### src/rtl/rd_burst_pkg.sv
package rd_burst_pkg;
  parameter int unsigned DATA_W = 64;
  parameter int unsigned ID_W   = 4;
  localparam int unsigned BYTES = DATA_W / 8;
  localparam int unsigned REM_W = $clog2(BYTES);

  // Per-burst information kept until that burst's last beat returns
  typedef struct packed {
    logic [ID_W-1:0]  id;
    logic [REM_W-1:0] rem;
    logic             propLast;
  } endInfo_t;

  // Strobes from control to datapath
  typedef struct packed {
    logic     push;
    endInfo_t info;
  } endStrobe_t;
endpackage

### src/rtl/rd_burst_fifo.sv
module rd_burst_fifo
  import rd_burst_pkg::*;
#(
  parameter int unsigned DEPTH = 16
) (
  input  logic     clk,
  input  logic     rstN,
  input  logic     pushEn,
  input  endInfo_t pushData,
  input  logic     popEn,
  output logic     full,
  output logic     empty,
  output endInfo_t head
);
  localparam int unsigned PW = (DEPTH > 1) ? $clog2(DEPTH) : 1;
  localparam int unsigned CW = $clog2(DEPTH + 1);

  endInfo_t        mem [DEPTH];
  logic [PW-1:0]   wrPtr, rdPtr;
  logic [CW-1:0]   count;

  assign full  = (count == CW'(DEPTH));
  assign empty = (count == '0);
  assign head  = mem[rdPtr];

  function automatic logic [PW-1:0] nextPtr(input logic [PW-1:0] p);
    return (p == PW'(DEPTH - 1)) ? '0 : p + 1'b1;
  endfunction

  always_ff @(posedge clk) begin
    if (pushEn && !full) mem[wrPtr] <= pushData;
  end

  always_ff @(posedge clk) begin
    if (!rstN) begin
      wrPtr <= '0;
      rdPtr <= '0;
      count <= '0;
    end else begin
      if (pushEn && !full) wrPtr <= nextPtr(wrPtr);
      if (popEn && !empty) rdPtr <= nextPtr(rdPtr);
      case ({pushEn && !full, popEn && !empty})
        2'b10:   count <= count + 1'b1;
        2'b01:   count <= count - 1'b1;
        default: count <= count;
      endcase
    end
  end
endmodule

### src/rtl/rd_burst_ctrl.sv
module rd_burst_ctrl
  import rd_burst_pkg::*;
#(
  parameter int unsigned ADDR_W    = 32,
  parameter int unsigned LEN_W     = 9,
  parameter int unsigned BURST_MAX = 256
) (
  input  logic                      clk,
  input  logic                      rstN,
  input  logic                      reqValid,
  output logic                      reqReady,
  input  logic [ID_W-1:0]           reqId,
  input  logic [ADDR_W-1:0]         reqAddr,
  input  logic [LEN_W-1:0]          reqLen,
  input  logic [REM_W-1:0]          reqRem,
  input  logic                      fifoFull,
  output logic                      arValid,
  input  logic                      arReady,
  output logic [ADDR_W-1:0]         arAddr,
  output logic [$clog2(BURST_MAX)-1:0] arLen,
  output endStrobe_t                strobe
);
  localparam int unsigned ALEN_W = $clog2(BURST_MAX);
  localparam logic [ADDR_W-1:0] ADDR_STEP = ADDR_W'(BURST_MAX * BYTES);

  logic              busy;
  logic [ADDR_W-1:0] curAddr;
  logic [LEN_W-1:0]  remain;
  logic [ID_W-1:0]   curId;
  logic [REM_W-1:0]  curRem;
  logic              lastBurst;
  logic              arFire;

  assign lastBurst = (remain < LEN_W'(BURST_MAX));
  assign reqReady  = !busy;
  assign arValid   = busy && !fifoFull;
  assign arFire    = arValid && arReady;
  assign arAddr    = curAddr;
  assign arLen     = lastBurst ? remain[ALEN_W-1:0] : ALEN_W'(BURST_MAX - 1);

  always_comb begin
    strobe.push          = arFire;
    strobe.info.id       = curId;
    strobe.info.rem      = curRem;
    strobe.info.propLast = lastBurst;
  end

  always_ff @(posedge clk) begin
    if (!rstN) begin
      busy    <= 1'b0;
      curAddr <= '0;
      remain  <= '0;
      curId   <= '0;
      curRem  <= '0;
    end else if (!busy) begin
      if (reqValid) begin
        busy    <= 1'b1;
        curAddr <= reqAddr;
        remain  <= reqLen;
        curId   <= reqId;
        curRem  <= reqRem;
      end
    end else if (arFire) begin
      if (lastBurst) begin
        busy <= 1'b0;
      end else begin
        curAddr <= curAddr + ADDR_STEP;
        remain  <= remain - LEN_W'(BURST_MAX);
      end
    end
  end
endmodule

### src/rtl/rd_burst_data.sv
module rd_burst_data
  import rd_burst_pkg::*;
#(
  parameter int unsigned DEPTH = 16
) (
  input  logic              clk,
  input  logic              rstN,
  input  endStrobe_t        strobe,
  output logic              fifoFull,
  input  logic              rValid,
  output logic              rReady,
  input  logic [DATA_W-1:0] rData,
  input  logic [1:0]        rResp,
  input  logic              rLast,
  output logic              outValid,
  input  logic              outReady,
  output logic [DATA_W-1:0] outData,
  output logic [BYTES-1:0]  outKeep,
  output logic              outLast,
  output logic [ID_W-1:0]   outId,
  output logic              errorRead
);
  endInfo_t         head;
  logic             fifoEmpty;
  logic             beatFire;
  logic [BYTES-1:0] lastKeep;

  rd_burst_fifo #(.DEPTH(DEPTH)) endQ_i (
    .clk      (clk),
    .rstN     (rstN),
    .pushEn   (strobe.push),
    .pushData (strobe.info),
    .popEn    (beatFire && rLast),
    .full     (fifoFull),
    .empty    (fifoEmpty),
    .head     (head)
  );

  for (genvar g = 0; g < BYTES; g++) begin : g_keep
    assign lastKeep[g] = (head.rem == '0) ||
                         ((REM_W + 1)'(g) < {1'b0, head.rem});
  end

  assign rReady   = outReady && !fifoEmpty;
  assign outValid = rValid && !fifoEmpty;
  assign beatFire = rValid && rReady;
  assign outData  = rData;
  assign outLast  = rLast && head.propLast;
  assign outKeep  = outLast ? lastKeep : '1;
  assign outId    = head.id;

  always_ff @(posedge clk) begin
    if (!rstN)                          errorRead <= 1'b0;
    else if (beatFire && rResp != 2'b00) errorRead <= 1'b1;
  end
endmodule

### src/rtl/rd_burst_pump.sv
module rd_burst_pump
  import rd_burst_pkg::*;
#(
  parameter int unsigned ADDR_W      = 32,
  parameter int unsigned LEN_W       = 9,
  parameter int unsigned BURST_MAX   = 256,
  parameter int unsigned OUTSTANDING = 16,
  parameter int unsigned AXI_ID_W    = 4,
  parameter int unsigned AXI_ID_VAL  = 0,
  parameter int unsigned CACHE_VAL   = 3,
  parameter int unsigned PROT_VAL    = 0,
  parameter int unsigned QOS_VAL     = 0
) (
  input  logic                         clk,
  input  logic                         rstN,
  input  logic                         reqValid,
  output logic                         reqReady,
  input  logic [ID_W-1:0]              reqId,
  input  logic [ADDR_W-1:0]            reqAddr,
  input  logic [LEN_W-1:0]             reqLen,
  input  logic [REM_W-1:0]             reqRem,
  output logic                         arValid,
  input  logic                         arReady,
  output logic [AXI_ID_W-1:0]          arId,
  output logic [ADDR_W-1:0]            arAddr,
  output logic [$clog2(BURST_MAX)-1:0] arLen,
  output logic [2:0]                   arSize,
  output logic [1:0]                   arBurst,
  output logic [3:0]                   arCache,
  output logic [2:0]                   arProt,
  output logic [3:0]                   arQos,
  input  logic                         rValid,
  output logic                         rReady,
  input  logic [DATA_W-1:0]            rData,
  input  logic [1:0]                   rResp,
  input  logic                         rLast,
  output logic                         outValid,
  input  logic                         outReady,
  output logic [DATA_W-1:0]            outData,
  output logic [BYTES-1:0]             outKeep,
  output logic                         outLast,
  output logic [ID_W-1:0]              outId,
  output logic                         errorRead
);
  endStrobe_t strobe;
  logic       fifoFull;

  assign arId    = AXI_ID_W'(AXI_ID_VAL);
  assign arSize  = 3'($clog2(BYTES));
  assign arBurst = 2'b01;
  assign arCache = 4'(CACHE_VAL);
  assign arProt  = 3'(PROT_VAL);
  assign arQos   = 4'(QOS_VAL);

  rd_burst_ctrl #(
    .ADDR_W(ADDR_W), .LEN_W(LEN_W), .BURST_MAX(BURST_MAX)
  ) ctrl_i (
    .clk(clk), .rstN(rstN),
    .reqValid(reqValid), .reqReady(reqReady), .reqId(reqId),
    .reqAddr(reqAddr), .reqLen(reqLen), .reqRem(reqRem),
    .fifoFull(fifoFull),
    .arValid(arValid), .arReady(arReady), .arAddr(arAddr), .arLen(arLen),
    .strobe(strobe)
  );

  rd_burst_data #(.DEPTH(OUTSTANDING)) data_i (
    .clk(clk), .rstN(rstN), .strobe(strobe), .fifoFull(fifoFull),
    .rValid(rValid), .rReady(rReady), .rData(rData), .rResp(rResp), .rLast(rLast),
    .outValid(outValid), .outReady(outReady), .outData(outData),
    .outKeep(outKeep), .outLast(outLast), .outId(outId),
    .errorRead(errorRead)
  );
endmodule

### config.mk
export PLATFORM = sky130hd
export DESIGN_NAME = rd_burst_pump
export DESIGN_NICKNAME = d
export VERILOG_FILES = /design/src/rtl/rd_burst_pkg.sv /design/src/rtl/rd_burst_fifo.sv /design/src/rtl/rd_burst_ctrl.sv /design/src/rtl/rd_burst_data.sv /design/src/rtl/rd_burst_pump.sv
export SDC_FILE = /design/constraint.sdc
export NUM_CORES = 1
export LEC_CHECK = 0
export BUFFER_PORTS_ARGS = -buffer_cell sky130_fd_sc_hd__buf_4
export CAP_MARGIN = 40
export CORE_MARGIN = 3
export CORE_UTILIZATION = 50
export CTS_CLUSTER_SIZE = 25
export DETAILED_ROUTE_END_ITERATION = 6
export MAX_ROUTING_LAYER = met4
export PLACE_DENSITY = 0.79
export SETUP_SLACK_MARGIN = 0.15
export SLEW_MARGIN = 20
export SYNTH_ARGS = -nofsm -noshare
export SYNTH_HDL_FRONTEND = slang
export SYNTH_SLANG_ARGS = --single-unit
### constraint.sdc
create_clock -name clk -period 4.8 [get_ports clk]
set_input_delay 0.24 -clock clk [delete_from_list [all_inputs] [get_ports clk]]
set_output_delay 0.24 -clock clk [all_outputs]
set_load 0.05 [all_outputs]
==> results by group, run 1 <==
Worst setup path
  – CP max stage cell: dfxtp_2
  – CP Launch Type: register
  – Critical Path AT: between 3 and 4 ns
  – Most frequent CP cell: buf_4
  – Crit Path Max Fanout: 17
  – Critical path required time: 4.56 ns
  – Kind of critical path: register to output pin
  – Crit path largest cell delay: about 0.67 ns
  – Reg2reg start: ctrl_i.busy$_SDFF_PN0_
  – Crit. End Element: output pin
  – CP Cell Sequence: buf_4, mux4_1, mux4_2, and2_4, nor2b_4, o21ai_0, buf_4

Clocking
  – CTS buffer count: 17
  – H-Tree Level Count: 4
  – Clock slew seen by the registers of the worst setup and hold paths: 0.08 ns
  – Post-CTS sizing: 0
  – Clk sink count: just under 200
  – Longest Clk Path Bufs: 2
  – Post-CTS Setup Bufs: 0
  – Clk Latency, worst-skew pair: around 0.44 ns
  – CTS Hold Bufs: 0
  – CTS tree: yes
  – CTS root buf: clkbuf_16

Synth
  – Top post-synthesis cells by count: 128 x edfxtp_1, 85 x buf_4, 82 x nand2_1
  – Post-synth EDFFs: approximately 130
  – Post-synthesis register bit count: about 200
  – Yosys top cell area share: 0.430
  – Distinct cells, synth: between 50 and 60
  – Mapped Cells: about 720
  – Simple-gate area share of the yosys netlist: 0.111
  – Ys flop type: edfxtp_1
  – Count leader, synth: edfxtp_1
  – YS warnings: 0
  – Mapped Area: about 8900 sq um
  – Xor and xnor area share after synthesis: 0.00588
  – Leading area contributor after synthesis: edfxtp_1
  – Compound-gate portion of the synthesized area: 0.0893
  – Post-synthesis adder-cell area fraction: 0.0140
  – Mean Syn Cell Area: between 10 and 15 sq um
  – Sequential element share of the synthesized area: 0.580
  – Top post-synthesis cells by area: edfxtp_1 43%, dfxtp_1 15%, mux4_2 8.1%, buf_4 7.1%, a21oi_1 3.7%
  – Async SR Flop Fraction: 0
  – Post-synthesis mux area share: 0.104
  – Largest family of logic cells by synthesized area: simple AND/OR/NAND/NOR gates

Routing
  – Post-DRT Antenna Nets: 0
  – DRC: 0
  – Avg WL per Cell: roughly 19 microns
  – Drt first pass iters: 5
  – Drt total wl: roughly 19000 microns
  – Drt first-iter violations: roughly 420
  – Via density per instance: 5.64
  – Vias post-DR: 5693

Worst hold path
  – Hold Startpoint: reqId[3]
  – HP Class: primary input to register

Floorplanning
  – DIE WIDTH: 140 microns
  – CORE AREA: approximately 17000 sq um
  – Die area: a little under 20000 sq um
  – Ports: ~260
  – Initial core utilization: 0.514
  – Rows: 48
  – Die height: roughly 140 microns

Layout
  – # diodes: 0
  – Final Util: 0.579
  – Synth-to-Final Area Change: 12.8%
  – Fillers: approximately 1.4k
  – Layout cells sized above 1: 0.283
  – Final nets: about 900

Timing
  – Maximum clock rate: ~0.29 GHz
  – Setup TNS: 0 ns
  – Worst-Margin Slew: roughly 0.83 ns
  – Final Hold Vio Count: 0
  – Max Transition Viols Final: 0
  – Finish-stage setup viols: 0
  – Worst Skew: about 0.013 ns
  – RSZ-0062 raised after global routing: no
  – Final period util: 0.725
  – Final worst path period need: about 3.5 ns
  – Slew HR: 0.445

GRT
  – Global-route wire length before repair: around 30000 microns
  – Vias in the first global route: 5586
  – Antenna violations before repair: 0
  – Largest net degree at the start of global routing: 52
  – Global router's overall resource usage: 0.202
  – Grt total ovfl: 0

Pwr
  – Power density cells: ~370 nW/um^2
  – Leakage: roughly 3.7 nW
  – Worst vdd ir: 0.279 mV

Place
  – GP Congestion: roughly 0.83
  – # port buffers: 113
  – DP HPWL: 12700 microns

Run status
  – Outcome: complete, no violations

Flow run
  – Max Cap Viol: 0
==> cells in the final DEF, fill, tap and decap left out, types with 11 or more instances in the layout <==
cell type and instances:
conb_1 21, a21oi_1 66, edfxtp_1 128, mux4_2 32
nor2_1 40, buf_4 128, nand2_1 82, nand3_1 19
inv_1 11, clkbuf_16 17, dfxtp_1 66, o21ai_0 20
==> worst max-delay path: cells and delay by family, from the launching register on <==
kind | cells | cell delay, ns
and+or+nand+nor | 2 | 0.33
muxes | 2 | 1.08
buffers and inverters | 2 | 0.65
AOI/OAI and AO/OA | 1 | 0.07
DFF | 1 | 0.67
==> cell type report <==
cell class | instances | area, sq um | share of cell area
clock buffers | 17 | 425 | 0.0422
clock inverters | 15 | 175 | 0.0174
inverters | 12 | 45.0 | 0.00446
multi-input cells | 415 | 2980 | 0.296
flip-flops and latches | 195 | 5190 | 0.514
well taps | 225 | 282 | 0.0279
repair buffers | 131 | 992 | 0.0984
==> per-stage QoR <==
stage / instances / setup slack, ns / area (sq um) / total power, mW / hold slack, ns
floorplan: 743 / 1.91 / 9010 / 2.35 / 0.376
finish: 1010 / 1.32 / 10100 / 3.70 / 0.0472
global placement: 971 / 1.74 / 9430 / 2.33 / 0.437
detailed placement: 977 / 1.67 / 9480 / 2.34 / 0.444
CTS: 1009 / 1.23 / 10100 / 3.73 / 0.0243
global route: 1010 / 1.11 / 10100 / 3.83 / 0.0377
==> layer usage <==
metal | global-route usage | share of wire | routed length (microns) | vias up
met1 | 0.259 | 0.42 | 7920 | 2753
li1 | - | - | - | 2652
met2 | 0.315 | 0.49 | 9330 | 252
met5 | - | 0 | 0 | -
met3 | 0.0591 | 0.079 | 1500 | 36
met4 | 0.0571 | 0.015 | 291 | 0
==> power breakdown <==
part | internal [mW] | switching (mW) | total, mW
sequential | 1.82 | 0.0500 | 1.87
clock | 0.707 | 0.695 | 1.40
combinational | 0.143 | 0.287 | 0.430
==> path summary, 6_finish.rpt <==
| kind | to | slack [ns] | cells past startpoint |
|---|---|---|---|
| setup / recovery | outKeep[3] | 1.32 | 7 |
| hold / removal | ctrl_i.curId[3]$_SDFFE_PN0P_ | 0.05 | 3 |
| setup reg to reg | data_i.endQ_i.count[4]$_SDFFE_PN0P_ | 1.60 | 12 |
| hold reg to reg | ctrl_i.remain[3]$_SDFFE_PN0P_ | 0.45 | 2 |
==> cells by family after synthesis <==
family,count (synthesis)
AND/OR/NAND/NOR,206
flip-flops,195
buffers and inverters,133
AO/OA/AOI/OAI,129
multiplexers,43
adder cells (fa/ha/maj),10
XOR/XNOR,6
other,2
==> flip-flops by register name, summed over array words and instances (netlist names), named ones only <==
name	cells
data_i.endQ_i.wrPtr	4
ctrl_i.remain	9
ctrl_i.curId	4
data_i.endQ_i.rdPtr	4
data_i.endQ_i.mem	128
ctrl_i.curRem	3
ctrl_i.busy	1
ctrl_i.arAddr	32
data_i.errorRead	1
data_i.endQ_i.count	5
Power figures use the tool's default switching activity.
==> inputs of run 2 (changes only) <==
--- a/config.mk
+++ b/config.mk
@@ -8,11 +8,11 @@
 export BUFFER_PORTS_ARGS = -buffer_cell sky130_fd_sc_hd__buf_4
 export CAP_MARGIN = 40
 export CORE_MARGIN = 3
-export CORE_UTILIZATION = 50
+export CORE_UTILIZATION = 47
 export CTS_CLUSTER_SIZE = 25
 export DETAILED_ROUTE_END_ITERATION = 6
 export MAX_ROUTING_LAYER = met4
-export PLACE_DENSITY = 0.79
+export PLACE_DENSITY = 0.78
 export SETUP_SLACK_MARGIN = 0.15
 export SLEW_MARGIN = 20
 export SYNTH_ARGS = -nofsm -noshare
==> constraint.sdc (replaced) <==
create_clock -name clk -period 3.2 [get_ports clk]
set_input_delay 0.16 -clock clk [delete_from_list [all_inputs] [get_ports clk]]
set_output_delay 0.16 -clock clk [all_outputs]
set_load 0.05 [all_outputs]
==> run 2 against run 1 <==
Clock power increased by 47%; total power increased by 50%; first-iteration DRC count increased by 13%; sequential power increased by 50%; non-clock buffer count increased by 40; critical endpoint unchanged; largest cell class unchanged; highest routed layer unchanged.
==> results by group, run 2 (synthesis gave the netlist of run 1 again) <==
Timing
  – Maximum clock rate: 0.344 GHz
  – Max Transition Viols Final: 0 (unchanged)
  – Final Hold Vio Count: 0 (unchanged)
  – Final worst path period need: 2.91 ns
  – Worst-Margin Slew: 0.779 ns (was 0.825 ns)
  – Setup TNS: 0 ns (unchanged)
  – Finish-stage setup viols: 0 (unchanged)
  – Worst Skew: 0.0122 ns (was 0.0134 ns)
  – RSZ-0062 raised after global routing: no (unchanged)
  – Final period util: 0.908
  – Slew HR: 0.479 (was 0.445)

Routing
  – Post-DRT Antenna Nets: 0 (unchanged)
  – Vias post-DR: 5850 (was 5693)
  – DRC: 0 (unchanged)
  – Drt total wl: 19600 microns (was 19000 microns)
  – Avg WL per Cell: 18.6 microns (was 18.9 microns)
  – Via density per instance: 5.55 (was 5.64)
  – Drt first-iter violations: 474 (was 418)
  – Drt first pass iters: 4 (was 5)

Clocking
  – Longest Clk Path Bufs: 2 (unchanged)
  – Clk sink count: 195 (unchanged)
  – CTS buffer count: 17 (unchanged)
  – CTS root buf: clkbuf_16 (unchanged)
  – CTS tree: yes (unchanged)
  – Clk Latency, worst-skew pair: 0.44 ns (about the same)
  – H-Tree Level Count: 4 (unchanged)
  – Clock slew seen by the registers of the worst setup and hold paths: 0.07 ns (was 0.08 ns)

Worst setup path
  – Reg2reg start: data_i.endQ_i.count[1]$_SDFFE_PN0P_ (was ctrl_i.busy$_SDFF_PN0_)
  – CP Launch Type: register (unchanged)
  – Crit. End Element: output pin (unchanged)
  – Critical Path AT: 2.75 ns (was 3.24 ns)
  – Crit Path Max Fanout: 12 (was 17)
  – Buffers plus inverters on the worst setup path: 2 (unchanged)
  – R2r setup slk: 0.38 ns (was 1.60 ns)
  – CP max stage cell: mux4_1 (was dfxtp_2)
  – CP delay by family, top: multiplexers (unchanged)
  – Most frequent CP cell: buf_4 (unchanged)
  – Critical path required time: 3.04 ns (was 4.56 ns)
  – CP Cell Sequence: buf_4, mux4_1, mux4_2, and2_4, nor2b_4, o21ai_0, buf_4 (unchanged)
  – Crit path largest cell delay: 0.58 ns (was 0.67 ns)
  – Kind of critical path: register to output pin (unchanged)

Floorplanning
  – DIE WIDTH: 144 microns (was 140 microns)
  – Initial core utilization: 0.488 (was 0.514)
  – Die height: 144 microns (was 140 microns)
  – Rows: 49 (was 48)
  – CORE AREA: 18300 sq um (was 17400 sq um)
  – Die area: 20700 sq um (was 19500 sq um)
  – Ports: 263 (unchanged)

GRT
  – Grt total ovfl: 0 (unchanged)
  – Antenna violations before repair: 0 (unchanged)
  – Met2 GRT Util: 0.316 (was 0.315)
  – Global-route wire length before repair: 30800 microns (was 30000 microns)
  – Global router's overall resource usage: 0.200 (was 0.202)
  – Grt met3 use: 0.0529 (was 0.0591)
  – Largest net degree at the start of global routing: 47 (was 52)
  – GRT Max-Usage Layer: met2 (unchanged)
  – Grt met1 use: 0.260 (was 0.259)
  – Vias in the first global route: 5795 (was 5586)

Layout
  – Max FFs per register: 128 (unchanged)
  – Design area: 10400 sq um (was 10100 sq um)
  – # diodes: 0 (unchanged)
  – Multi-input gate area: 2980 sq um (unchanged)
  – Fillers: 1425 (was 1432)
  – Layout cells sized above 1: 0.286 (was 0.283)
  – Register with the most flip-flops: data_i.endQ_i.mem (unchanged)
  – FF+latch area: 5190 sq um (about the same)
  – Final nets: 943 (was 903)
  – Final Instance Count excl. Fillers: 1054 (was 1010)
  – Most frequent cells in the layout: 143 x buf_4, 128 x edfxtp_1, 82 x nand2_1 (was 128 x edfxtp_1, 128 x buf_4, 82 x nand2_1)
  – Commonest non-fill, non-tap cell in the layout: buf_4
  – Synth-to-Final Area Change: 16.8% (was 12.8%)

Place
  – Placed Area: 9560 sq um (was 9480 sq um)
  – # port buffers: 113 (unchanged)
  – GP Congestion: 0.863 (was 0.834)
  – DP HPWL: 12700 microns (about the same)
  – Placed insts: 991 (was 977)

Pwr
  – Clock power frac: 0.372 (was 0.379)
  – Gate power share: 0.122 (was 0.116)
  – Register share of total power: 0.506 (was 0.505)
  – Power density cells: 531 nW/um^2 (was 367 nW/um^2)
  – Internal: 4.01 mW (was 2.67 mW)
  – Leakage: 3.85 nW (was 3.68 nW)
  – Worst vdd ir: 0.392 mV (was 0.279 mV)
  – Net switching fraction of the power: 0.276 (was 0.279)
  – Net Switching: 1.53 mW (was 1.03 mW)

Worst hold path
  – HP Class: primary input to register (unchanged)
  – Hold Startpoint: outReady (was reqId[3])

Run status
  – Outcome: complete, no violations (unchanged)

Flow run
  – Max Cap Viol: 0 (unchanged)
==> run 2: power groups by stage <==
stage               Sequential, mW  Combinational [mW]  Clock [mW]
detailed placement            2.86               0.645           0
CTS                           2.81               0.674        2.10
global placement              2.86               0.636           0
finish                        2.81               0.678        2.06
global route                  2.82               0.723        2.20
floorplan                     2.94               0.584           0
==> run 2: routing by layer <==
metal | wire (microns) | share of wire
met1 | 8370 | 0.43
met2 | 9620 | 0.49
met4 | 245 | 0.012
met5 | 0 | 0
met3 | 1370 | 0.070
==> run 2: tightest hold or removal path, cell delays in order <==
cell and delay, ns:
buf_4 0.12, o211ai_1 0.07, a21oi_1 0.06
==> run 2: layout make-up <==
cell class / instances / share of cell area
Clock buffer: 17 / 0.0407
Clock inverter: 15 / 0.0150
Inverter: 12 / 0.00431
Multi-Input combinational cell: 415 / 0.286
Sequential cell: 195 / 0.497
Tap cell: 229 / 0.0274
Timing Repair Buffer: 171 / 0.130
==> run 2: through the flow <==
stage	setup slack (ns)	hold WS, ns	utilization	total power [mW]
3_5_place_dp	0.404	0.320	0.521	3.51
2_1_floorplan	0.393	0.296	-	3.53
5_1_grt	0.150	0.0470	0.570	5.74
3_3_place_gp	0.498	0.320	0.521	3.50
6_report	0.294	0.0331	0.570	5.55
4_1_cts	0.165	0.0204	0.568	5.58
==> run 2: repair_timing <==
item,CTS,global route
setup buffers,0,4
hold endpoints to repair,27,0
setup endpoints to repair,1,5
hold buffers,27,0
resized for setup,1,1
==> run 2: worst paths after layout <==
check,end,cells after the start
setup / recovery,outKeep[3],7
hold / removal,data_i.errorRead$_SDFFE_PN0P_,3
setup reg to reg,data_i.endQ_i.count[3]$_SDFFE_PN0P_,10
hold reg to reg,data_i.errorRead$_SDFFE_PN0P_,2
